===== src/rtl/sfwd_pkg.sv =====
package sfwd_pkg;
  localparam int DATA_BYTES = 8;
  localparam int DATA_W     = DATA_BYTES * 8;
  localparam int SZ_W       = $clog2(DATA_BYTES) + 1;
  localparam int OFF_W      = $clog2(DATA_BYTES);

  typedef enum logic [1:0] {
    RES_MEM   = 2'b00,
    RES_FWD   = 2'b01,
    RES_STALL = 2'b10,
    RES_FAULT = 2'b11
  } resCode_e;

  // control -> datapath strobes
  typedef struct packed {
    logic     loadRes;
    resCode_e code;
  } ctlStrobe_t;
endpackage


===== src/rtl/sfwd_datapath.sv =====
module sfwd_datapath
  import sfwd_pkg::*;
#(
  parameter int NSLOT  = 8,
  parameter int ADDR_W = 16,
  parameter int SEQ_W  = 8,
  localparam int IDX_W = $clog2(NSLOT)
) (
  input  logic              clk,
  input  logic              rstN,
  input  logic              defValid,
  input  logic [IDX_W-1:0]  defIdx,
  input  logic [ADDR_W-1:0] defAddr,
  input  logic [SEQ_W-1:0]  defSeq,
  input  logic              defUncache,
  input  logic              wrValid,
  input  logic [IDX_W-1:0]  wrIdx,
  input  logic [SZ_W-1:0]   wrSize,
  input  logic [DATA_W-1:0] wrData,
  input  logic [IDX_W-1:0]  wbPtr,
  input  logic [ADDR_W-1:0] lkAddr,
  input  logic [SZ_W-1:0]   lkSize,
  input  logic [IDX_W-1:0]  lkStIdx,
  input  logic              lkNoStore,
  input  ctlStrobe_t        strobe,
  output logic              hitFull,
  output logic              hitPart,
  output logic [SEQ_W-1:0]  conflictSeq,
  output logic              resValid,
  output resCode_e          resCode,
  output logic [DATA_W-1:0] resData
);
  localparam int EXT_W = ADDR_W + 1;

  logic [ADDR_W-1:0] slotAddr [NSLOT];
  logic [SEQ_W-1:0]  slotSeq  [NSLOT];
  logic              slotUnc  [NSLOT];
  logic [SZ_W-1:0]   slotSize [NSLOT];
  logic [DATA_W-1:0] slotData [NSLOT];

  logic [NSLOT-1:0] eligible, contains, touches;

  // storage: define empties a slot, data write fills size and bytes
  always_ff @(posedge clk) begin
    if (!rstN) begin
      for (int i = 0; i < NSLOT; i++) slotSize[i] <= '0;
    end else begin
      if (defValid) begin
        slotAddr[defIdx] <= defAddr;
        slotSeq[defIdx]  <= defSeq;
        slotUnc[defIdx]  <= defUncache;
        slotSize[defIdx] <= '0;
      end
      if (wrValid) begin
        slotSize[wrIdx] <= wrSize;
        slotData[wrIdx] <= wrData;
      end
    end
  end

  // per-slot range comparison
  logic [EXT_W-1:0] ldLo, ldHi;
  assign ldLo = {1'b0, lkAddr};
  assign ldHi = ldLo + EXT_W'(lkSize);

  for (genvar g = 0; g < NSLOT; g++) begin : g_cmp
    logic [EXT_W-1:0] stLo, stHi;
    assign stLo = {1'b0, slotAddr[g]};
    assign stHi = stLo + EXT_W'(slotSize[g]);
    assign eligible[g] = (slotSize[g] != '0) && !slotUnc[g];
    assign contains[g] = (ldLo >= stLo) && (ldHi <= stHi);
    assign touches[g]  = (ldLo < stHi) && (ldHi > stLo);
  end

  // backward walk from the load's position to the writeback pointer
  logic [IDX_W-1:0] selIdx;
  always_comb begin
    logic [IDX_W-1:0] pos;
    logic             done;
    pos     = lkStIdx;
    done    = lkNoStore;
    hitFull = 1'b0;
    hitPart = 1'b0;
    selIdx  = '0;
    for (int k = 0; k < NSLOT; k++) begin
      if (!done) begin
        if (pos == wbPtr) begin
          done = 1'b1;
        end else begin
          pos = (pos == '0) ? IDX_W'(NSLOT - 1) : pos - 1'b1;
          if (eligible[pos] && touches[pos]) begin
            done    = 1'b1;
            selIdx  = pos;
            hitFull = contains[pos];
            hitPart = !contains[pos];
          end
        end
      end
    end
  end

  assign conflictSeq = slotSeq[selIdx];

  function automatic logic [DATA_W-1:0] alignBytes(
    input logic [DATA_W-1:0] raw, input logic [OFF_W-1:0] off,
    input logic [SZ_W-1:0] nBytes);
    logic [DATA_W-1:0] s;
    s = raw >> {off, 3'b000};
    for (int b = 0; b < DATA_BYTES; b++)
      if (b >= int'(nBytes)) s[b*8 +: 8] = 8'h00;
    return s;
  endfunction

  logic [OFF_W-1:0]  fwdOff;
  logic [DATA_W-1:0] fwdData;
  assign fwdOff  = lkAddr[OFF_W-1:0] & OFF_W'(slotSize[selIdx] - 1'b1);
  assign fwdData = alignBytes(slotData[selIdx], fwdOff, lkSize);

  // one-cycle result register
  always_ff @(posedge clk) begin
    if (!rstN) begin
      resValid <= 1'b0;
      resCode  <= RES_MEM;
      resData  <= '0;
    end else begin
      resValid <= strobe.loadRes;
      if (strobe.loadRes) begin
        resCode <= strobe.code;
        resData <= (strobe.code == RES_FWD) ? fwdData : '0;
      end
    end
  end
endmodule


===== src/rtl/sfwd_control.sv =====
module sfwd_control
  import sfwd_pkg::*;
#(
  parameter int SEQ_W  = 8,
  parameter int LIDX_W = 4
) (
  input  logic              clk,
  input  logic              rstN,
  input  logic              clear,
  input  logic              lkValid,
  output logic              lkReady,
  input  logic [LIDX_W-1:0] lkLoadIdx,
  input  logic [SEQ_W-1:0]  lkSeq,
  input  logic              lkUncache,
  input  logic              lkAtHead,
  input  logic              lkAtCommit,
  input  logic              cacheBlocked,
  input  logic              hitFull,
  input  logic              hitPart,
  input  logic [SEQ_W-1:0]  conflictSeq,
  output ctlStrobe_t        strobe,
  output logic              stalled,
  output logic [LIDX_W-1:0] stallLoadIdx,
  output logic [SEQ_W-1:0]  stallLoadSeq,
  output logic [SEQ_W-1:0]  stallStoreSeq,
  output logic              blocked,
  output logic [SEQ_W-1:0]  blockedSeq
);
  logic     accept, earlyUnc;
  resCode_e code;

  assign lkReady  = !clear;
  assign accept   = lkValid && lkReady;
  assign earlyUnc = lkUncache && !(lkAtHead && lkAtCommit);

  always_comb begin
    if (earlyUnc)     code = RES_FAULT;
    else if (hitFull) code = RES_FWD;
    else if (hitPart) code = RES_STALL;
    else              code = RES_MEM;
  end

  assign strobe.loadRes = accept;
  assign strobe.code    = code;

  logic takeStall, takeBlock;
  assign takeStall = accept && (code == RES_STALL) &&
                     (!stalled || (lkSeq < stallLoadSeq));
  assign takeBlock = accept && (code == RES_MEM) && cacheBlocked &&
                     (!blocked || !(blockedSeq < lkSeq));

  always_ff @(posedge clk) begin
    if (!rstN) begin
      stalled       <= 1'b0;
      stallLoadIdx  <= '0;
      stallLoadSeq  <= '0;
      stallStoreSeq <= '0;
      blocked       <= 1'b0;
      blockedSeq    <= '0;
    end else if (clear) begin
      stalled <= 1'b0;
      blocked <= 1'b0;
    end else begin
      if (takeStall) begin
        stalled       <= 1'b1;
        stallLoadIdx  <= lkLoadIdx;
        stallLoadSeq  <= lkSeq;
        stallStoreSeq <= conflictSeq;
      end
      if (takeBlock) begin
        blocked    <= 1'b1;
        blockedSeq <= lkSeq;
      end
    end
  end
endmodule


===== src/rtl/sfwd_unit.sv =====
module sfwd_unit
  import sfwd_pkg::*;
#(
  parameter int NSLOT  = 8,
  parameter int ADDR_W = 16,
  parameter int SEQ_W  = 8,
  parameter int LIDX_W = 4,
  localparam int IDX_W = $clog2(NSLOT)
) (
  input  logic              clk,
  input  logic              rstN,
  input  logic              clear,
  input  logic              defValid,
  input  logic [IDX_W-1:0]  defIdx,
  input  logic [ADDR_W-1:0] defAddr,
  input  logic [SEQ_W-1:0]  defSeq,
  input  logic              defUncache,
  input  logic              wrValid,
  input  logic [IDX_W-1:0]  wrIdx,
  input  logic [3:0]        wrSize,
  input  logic [63:0]       wrData,
  input  logic [IDX_W-1:0]  wbPtr,
  input  logic              lkValid,
  output logic              lkReady,
  input  logic [LIDX_W-1:0] lkLoadIdx,
  input  logic [ADDR_W-1:0] lkAddr,
  input  logic [3:0]        lkSize,
  input  logic [SEQ_W-1:0]  lkSeq,
  input  logic [IDX_W-1:0]  lkStIdx,
  input  logic              lkNoStore,
  input  logic              lkUncache,
  input  logic              lkAtHead,
  input  logic              lkAtCommit,
  input  logic              cacheBlocked,
  output logic              resValid,
  output logic [1:0]        resCode,
  output logic [63:0]       resData,
  output logic              stalled,
  output logic [LIDX_W-1:0] stallLoadIdx,
  output logic [SEQ_W-1:0]  stallLoadSeq,
  output logic [SEQ_W-1:0]  stallStoreSeq,
  output logic              blocked,
  output logic [SEQ_W-1:0]  blockedSeq
);
  ctlStrobe_t       strobe;
  logic             hitFull, hitPart;
  logic [SEQ_W-1:0] conflictSeq;
  resCode_e         resCodeE;

  sfwd_datapath #(.NSLOT(NSLOT), .ADDR_W(ADDR_W), .SEQ_W(SEQ_W)) u_dp (
    .clk, .rstN, .defValid, .defIdx, .defAddr, .defSeq, .defUncache,
    .wrValid, .wrIdx, .wrSize, .wrData, .wbPtr, .lkAddr, .lkSize,
    .lkStIdx, .lkNoStore, .strobe, .hitFull, .hitPart, .conflictSeq,
    .resValid, .resCode(resCodeE), .resData
  );

  sfwd_control #(.SEQ_W(SEQ_W), .LIDX_W(LIDX_W)) u_ctl (
    .clk, .rstN, .clear, .lkValid, .lkReady, .lkLoadIdx, .lkSeq,
    .lkUncache, .lkAtHead, .lkAtCommit, .cacheBlocked, .hitFull,
    .hitPart, .conflictSeq, .strobe, .stalled, .stallLoadIdx,
    .stallLoadSeq, .stallStoreSeq, .blocked, .blockedSeq
  );

  assign resCode = resCodeE;
endmodule


===== config.mk =====
export PLATFORM = sky130hd
export DESIGN_NAME = sfwd_unit
export DESIGN_NICKNAME = d
export VERILOG_FILES = /design/src/rtl/sfwd_pkg.sv /design/src/rtl/sfwd_datapath.sv /design/src/rtl/sfwd_control.sv /design/src/rtl/sfwd_unit.sv
export SDC_FILE = /design/constraint.sdc
export NUM_CORES = 2
export LEC_CHECK = 0
export ABC_CLOCK_PERIOD_IN_PS = 23800
export BUFFER_PORTS_ARGS = -buffer_cell sky130_fd_sc_hd__buf_4
export CAP_MARGIN = 20
export CORE_MARGIN = 1
export CORE_UTILIZATION = 40
export CTS_BUF_LIST = sky130_fd_sc_hd__clkbuf_8
export DETAILED_ROUTE_END_ITERATION = 7
export GPL_ROUTABILITY_DRIVEN = 0
export SLEW_MARGIN = 10
export SYNTH_ARGS = -nofsm -noshare
export SYNTH_HDL_FRONTEND = slang
export SYNTH_SLANG_ARGS = --single-unit

===== constraint.sdc =====
create_clock -name clk -period 23.8 [get_ports clk]
set_input_delay 2.38 -clock clk [delete_from_list [all_inputs] [get_ports clk]]
set_output_delay 2.38 -clock clk [all_outputs]
set_load 0.02 [all_outputs]

# Word level (Yosys, flattened, before mapping)
# Memory sizes are Yosys's and may differ from the RTL's. A register that Yosys moved wholly into a read port is not among the register bits.
# Index checks and enable logic that the tools add are counted.
dict set report totals {
  ff_bits 89
  ramBits 744
  input_bits 148
  word_cells 369
  n_memories 5
}
dict set report classes {
  add_sub_neg 18
  magnitude_cmp 50
  n_eq_ne 10
  shifts 1
  n_mux 188
  bitwise_logic 3
  reduce_logical 86
}
# name depth word_bits read_ports rd_clocked_by_memory_dff wr line_no
set memory_table {}
lappend memory_table {u_dp.slotData 8 64 1 0 1 sfwd_datapath.sv:39} ;# logic [DATA_W-1:0] slotData [NSLOT];
lappend memory_table {u_dp.slotAddr 8 16 8 0 1 sfwd_datapath.sv:35} ;# logic [ADDR_W-1:0] slotAddr [NSLOT];
lappend memory_table {u_dp.slotSeq 8 8 1 1 1 sfwd_datapath.sv:36} ;# logic [SEQ_W-1:0] slotSeq [NSLOT];
lappend memory_table {u_dp.slotSize 8 4 9 0 8 sfwd_datapath.sv:38} ;# logic [SZ_W-1:0] slotSize [NSLOT];
lappend memory_table {u_dp.slotUnc 8 1 8 0 1 sfwd_datapath.sv:37} ;# logic slotUnc [NSLOT];
# cell n
set op_table {}
lappend op_table {{16-bit by 4-bit adder with 17-bit output} 9}
lappend op_table {{3-bit 2-to-1 mux} 48}
lappend op_table {{17-bit by 16-bit > comparator with 1-bit output} 8}
lappend op_table {{17-bit less-or-equal comparator} 8}
lappend op_table {{16-bit by 17-bit less-than comparator with 1-bit output} 8}
lappend op_table {{16-bit greater-or-equal comparator} 8}
lappend op_table {{1-bit 2-to-1 mux} 102}
lappend op_table {{1-bit binary-select mux with 3-bit select} 24}
lappend op_table {{64-bit 2-to-1 mux} 1}
lappend op_table {{8-bit 2-to-1 mux} 8}
lappend op_table {{64-bit by 6-bit right shift with 64-bit output} 1}
lappend op_table {{1-bit logical AND} 40}
lappend op_table {{3-bit by 4-bit less-than comparator with 1-bit output (second input constant)} 8}
lappend op_table {{4-bit nonzero test} 8}
lappend op_table {{3-bit by 1-bit subtractor with 3-bit output (second input constant)} 9}
lappend op_table {{3-bit == test} 8}
lappend op_table {{3-bit zero test} 8}
lappend op_table {{1-bit zero test} 22}
lappend op_table {{3-bit by 4-bit greater-or-equal comparator with 1-bit output (first input constant)} 4}
lappend op_table {{8-bit less-than comparator} 2}
lappend op_table {{1-bit by 4-bit greater-or-equal comparator with 1-bit output (first input constant)} 2}
lappend op_table {{2-bit by 4-bit greater-or-equal comparator with 1-bit output (first input constant)} 2}
lappend op_table {{4-bit 2-to-1 mux} 2}
lappend op_table {{4-bit OR reduction} 2}
lappend op_table {{9 further kinds} 14}

# Longest topological paths before layout
# An unclocked memory read counts as a cell.
dict set report depth {
  depth_word 49
  ltp_mapped 68
  depth_no_buf 58
}

# By module
# From an unflattened synthesis, not the netlist that was laid out.
dict set report hier_totals {
  cells_unflattened 4656
  hier_area_um2 52113.7
}
# module n_inst cells_each area_each_um2
set modules_own_cells {}
lappend modules_own_cells {sfwd_datapath 1 4480 50536.0}
lappend modules_own_cells {sfwd_control 1 176 1577.8}

# Least setup slack after synthesis
# OpenSTA, ideal clock, no wires.
dict set report synth_path {
  path_kind {input -> register}
  startpoint {input port lkAddr[1]}
  endpoint {register u_dp.resData[62]}
  setup_time_ns 0.063
  arrival_ns 16.884
  required_ns 23.737
  path_slack_ns 6.854
  cell_stages 61
  n_path_buf 11
  cell_sequence {ha_1 a21o_1 a21oi_1 inv_1 a21oi_1 nor3b_1 nand3_1 xnor2_1 ha_1 nand4_1 or3_1 o32ai_1 o21a_1 a211oi_1 a211oi_1 o31a_1 a32o_2 buf_6 (+25 left out) buf_2 buf_2 buf_2 buf_1 buf_1 nand3_1 and3_1 a31oi_1 ha_1 and2b_2 nand2_1 mux2i_2 or3_1 buf_2 or4b_4 buf_6 a2bb2oi_1 nor2_2}
}
dict set report synth_between {
  elab_chain_len 46
  word_cells_on_any_way 248
  classes_between {add/sub (8); order compare (32); eq/ne (7); shift (1); mux (159); bitwise (1); reduce/logical (38); memory (2)}
}
# element line_no
set synth_rtl {}
lappend synth_rtl {{start: declaration} sfwd_unit.sv:26} ;# input logic [ADDR_W-1:0] lkAddr,
lappend synth_rtl {{parallel branches: the longest is 45 deep, another holds 16-bit by 4-bit adder with 17-bit output} -}
lappend synth_rtl {{64-bit 2-to-1 mux *} sfwd_datapath.sv:129} ;# resData <= (strobe.code == RES_FWD) ? fwdData : '0;
lappend synth_rtl {{end signal: assignment} sfwd_datapath.sv:129}
lappend synth_rtl {{end: declaration} sfwd_datapath.sv:31} ;# output logic [DATA_W-1:0] resData
# Mark *: on every way between the ends. The select of a mux whose other input is x is not followed.
# A chain may end at the register's enable or synchronous reset.

# Worst setup path after layout
dict set report layout_path {
  startpoint {input port lkAddr[1]}
  endpoint {register u_dp.resData[24]}
}
# The elaborated chain is that of the path after synthesis.

==> metrics list <==
- The floorplan step set the die width to 363 um.
* Proportion of netlist area held by the largest area contributor: 0.428
- The synthesized design contains 841 register bits.
- TritonCTS built the clock tree.
* Path class of the lowest-slack min-delay path: flip-flop to flip-flop
- For this run the aggregate overflow at the end of global routing stands at 0.
* First-iteration detailed-routing DRC count: 4,350
* Drt first pass iters: 6
- Number of setup violations in the final report: 0
* GR peak layer: met2
- RSZ-0062 raised after global routing: false
- In the final layout, the share of cells above drive strength 1 is 0.140.
- For this run, the register share of the synthesized area comes to 0.465.
* Final hold violation count: 0
- For the worst-skew pair, the clock arrives at the later sink with an insertion delay of 0.87 ns.
- The number of placed instances, taps included, is 6,606.
- After synthesis, the share of flip-flops with an asynchronous set or reset is 0.
* Maximum count of clock buffers along a single path: 3
* Commonest cells after routing, fill and taps aside: 744 x edfxtp_1, 579 x ha_1, 448 x nand2_1
- In the finished design, the share of the clock period the worst path needs comes to 0.779.
- The number of pins with negative max-slew slack in the final report is 0.
- Yosys mapped a number of flops with a built-in enable equal to 744.
- Number of global-route vias before repair: 38,400
- Buffers inserted during clock tree synthesis total 151.
* Setup repair bufs after CTS: 0
- The tree is rooted in a clkbuf_8.
- Area growth from synthesis to final layout: 13.5%
- The clock tree synthesis step divided the H-tree into 4 levels.
- Post-Route WL: 170,000 um
- Slew at the pin with the worst max-slew slack: 1.19 ns
- Number of nets produced by synthesis: ~5,400
- Total power density per cell area: 97.2 mW/mm2
- For this run, global-route usage on met3 was measured as 0.0466.
* Remaining antenna violation count after routing: 0
- Total number of vias: 40,400
* Routed len/inst: about 25 um
- Cell with the most instances on the worst path: ha_1
- Arrival time reported for the critical path endpoint: between 15 and 20 ns
- Worst-path maximum fanout: 26
- Number of remaining DRC errors: 0
- HPWL Detailed: 118,000 um
- For this run, global-route usage on met1 was measured as 0.360.
* Post-Route Skew: 0.0466 ns
- For the final routed database, the setup TNS stands at 0 ns.
- The tightest hold path in the finished design has a slack of 0.464 ns.
* Core occupancy in the finished layout: 0.458
- Upper clock frequency limit: ~0.054 GHz
- Number of gates resized after cts: 0
* Element type at the critical path end: flip-flop
- Number of hold buffers added after CTS: 0
* Cells after synthesis: 4,711
- Startpoint Class: input port
- Maximum vdd ir drop: 124 uV
- Data required time of the worst path: around 25 ns
- The final layout contains 5,753 nets.
- Count of port buffers added during placement: roughly 250
* Antenna violations before repair: 14
- Max-cap violations in this run came to 0.
- After synthesis, the netlist uses 114 different library cells.
* Routing usage on met2: 0.391
- Clock-pin slew of the registers on the worst-case setup and hold paths: 0.06 ns
* Number of placement rows: 132
- Subtracting the final worst setup slack from the clock period gives 18.54 ns.
- Max-Slew Margin vs Limit: 0.208
- Leaving out fill and tap cells, the most frequent cell in the layout is edfxtp_1.
- Main flop type after synthesis: edfxtp_1
- Maximum number of pins on one net before global-route repair: 124
* Slowest cell delay on critical path: between 0.8 and 0.9 ns
- Count of non-filler cells in the finished layout: 6,886
- Cell type group with the largest total delay on the critical path: simple AND/OR/NAND/NOR gates
* Crit path buf inv count: 6
- Average via count per standard cell: 5.87
- In the post-synthesis netlist, the biggest area contributors are edfxtp_1 43%, ha_1 14%, dfxtp_1 3.7%.
* Post-Syn Area per Cell: 11.1 um2
- From bottom edge to top edge, the die measures 363 um.
- Clk sink count: 841
- Final Power: 5.76 mW
* Global-route wire length before repair: 252,000 um
- Across every metal layer, demand over resource in global routing totals 0.253.
- The core region is 0.129 mm2.
* YS warnings: 0
- Among all stages on the critical path, the largest delay is contributed by and3_1.
- The synthesized netlist occupies a cell area of 0.0522 mm2.
- Starting density of the core: 0.403
* Outcome: finished, final reports clean
- Of all cell types, the one taking the most synthesized area is edfxtp_1.
* Critical path class: input port to flip-flop
- Leak pwr: 23.5 nW
* Ports: 246
* Total Die Area: 0.132 mm2
-- routing by layer --
layer	share of wire	wire, um
met5	0.00024	41
met3	0.084	14300
met2	0.45	76100
met4	0.025	4160
met1	0.44	74900
-- power by group --
group | leakage [nW] | switching (mW) | internal [mW]
clock network | 1.60 | 0.638 | 0.683
logic | 14.3 | 1.81 | 0.963
registers | 7.52 | 0.0206 | 1.64
total | 23.5 | 2.47 | 3.29
-- flip-flops by register name, summed over array words and instances, names as in the netlist, 4 cells and up --
name	flops
u_dp.resData	64
u_ctl.stallLoadIdx	4
u_ctl.stallLoadSeq	8
u_ctl.stallStoreSeq	8
u_dp.slotData	512
u_dp.slotUnc	8
u_dp.slotSize	32
u_ctl.blockedSeq	8
u_dp.slotSeq	64
u_dp.slotAddr	128
-- stage by stage --
step	instance area, um2	setup WS, ns
floorplan	52200	6.85
global placement	56300	5.24
detailed placement	56400	4.85
CTS	59200	5.67
global route	59200	4.39
finish	59300	5.26
-- cell usage after synthesis (all sizes together), types with 14 or more instances --
cell     instances
xnor2          129
a2111oi         14
nand4          108
o21a            30
a311oi          17
dfxtp           97
nand3          256
nand2b          63
nor2b           50
ha             579
a211oi          66
a21o           173
nor3            75
and3            39
a221oi          26
o221ai          17
edfxtp         744
a21oi          224
and2            71
mux2i          186
a31oi           50
mux4            40
nand2          450
o22ai           19
a32oi           24
nor2           213
mux2            40
o21ai          212
buf             76
inv            203
a22oi           24
a2bb2oi         17
o211ai          23
nor4            38
clkbuf          91
or3             25
-- tightest hold or removal path: stages (launching register included) --
cell,delay (ns)
dfxtp_1,0.31
nand2_1,0.05
a21oi_1,0.05
-- area by class of cell --
type | instances | area, um2
Timing Repair Buffer | 326 | 2460
Antenna cell | 12 | 30.0
Inverter | 205 | 772
Multi-Input combinational cell | 3492 | 26700
Tap cell | 1742 | 2180
Clock buffer | 158 | 2170
Clock inverter | 110 | 681
Sequential cell | 841 | 24300
Fill cell | 12100 | 70200
-- final timing paths --
| kind | to | startpoint | slack [ns] | cells past startpoint |
|---|---|---|---|---|
| max | u_dp.resData[24]$_SDFFE_PN0P_ | lkAddr[1] | 5.26 | 53 |
| min | u_dp.resData[47]$_SDFFE_PN0P_ | u_dp.resData[47]$_SDFFE_PN0P_ | 0.46 | 2 |
| max reg2reg | u_dp.resData[24]$_SDFFE_PN0P_ | u_dp.slotSize[6][1]$_SDFFCE_PN0P_ | 6.90 | 52 |
| min reg2reg | u_dp.resData[47]$_SDFFE_PN0P_ | u_dp.resData[47]$_SDFFE_PN0P_ | 0.46 | 2 |
-- logic make-up (layout without fill, tap and decap cells) --
family / count (synthesis) / in the layout / synth area share
AO/OA/AOI/OAI: 1070 / 1070 / 0.141
XOR/XNOR: 143 / 143 / 0.0248
adder cells (fa/ha/maj): 588 / 588 / 0.142
buffers and inverters: 378 / 799 / 0.0301
flip-flops: 841 / 841 / 0.465
multiplexers: 266 / 266 / 0.0629
other: 0 / 12 / 0
AND/OR/NAND/NOR: 1425 / 1425 / 0.134
Note: power is estimated with default switching activity, not from simulation.
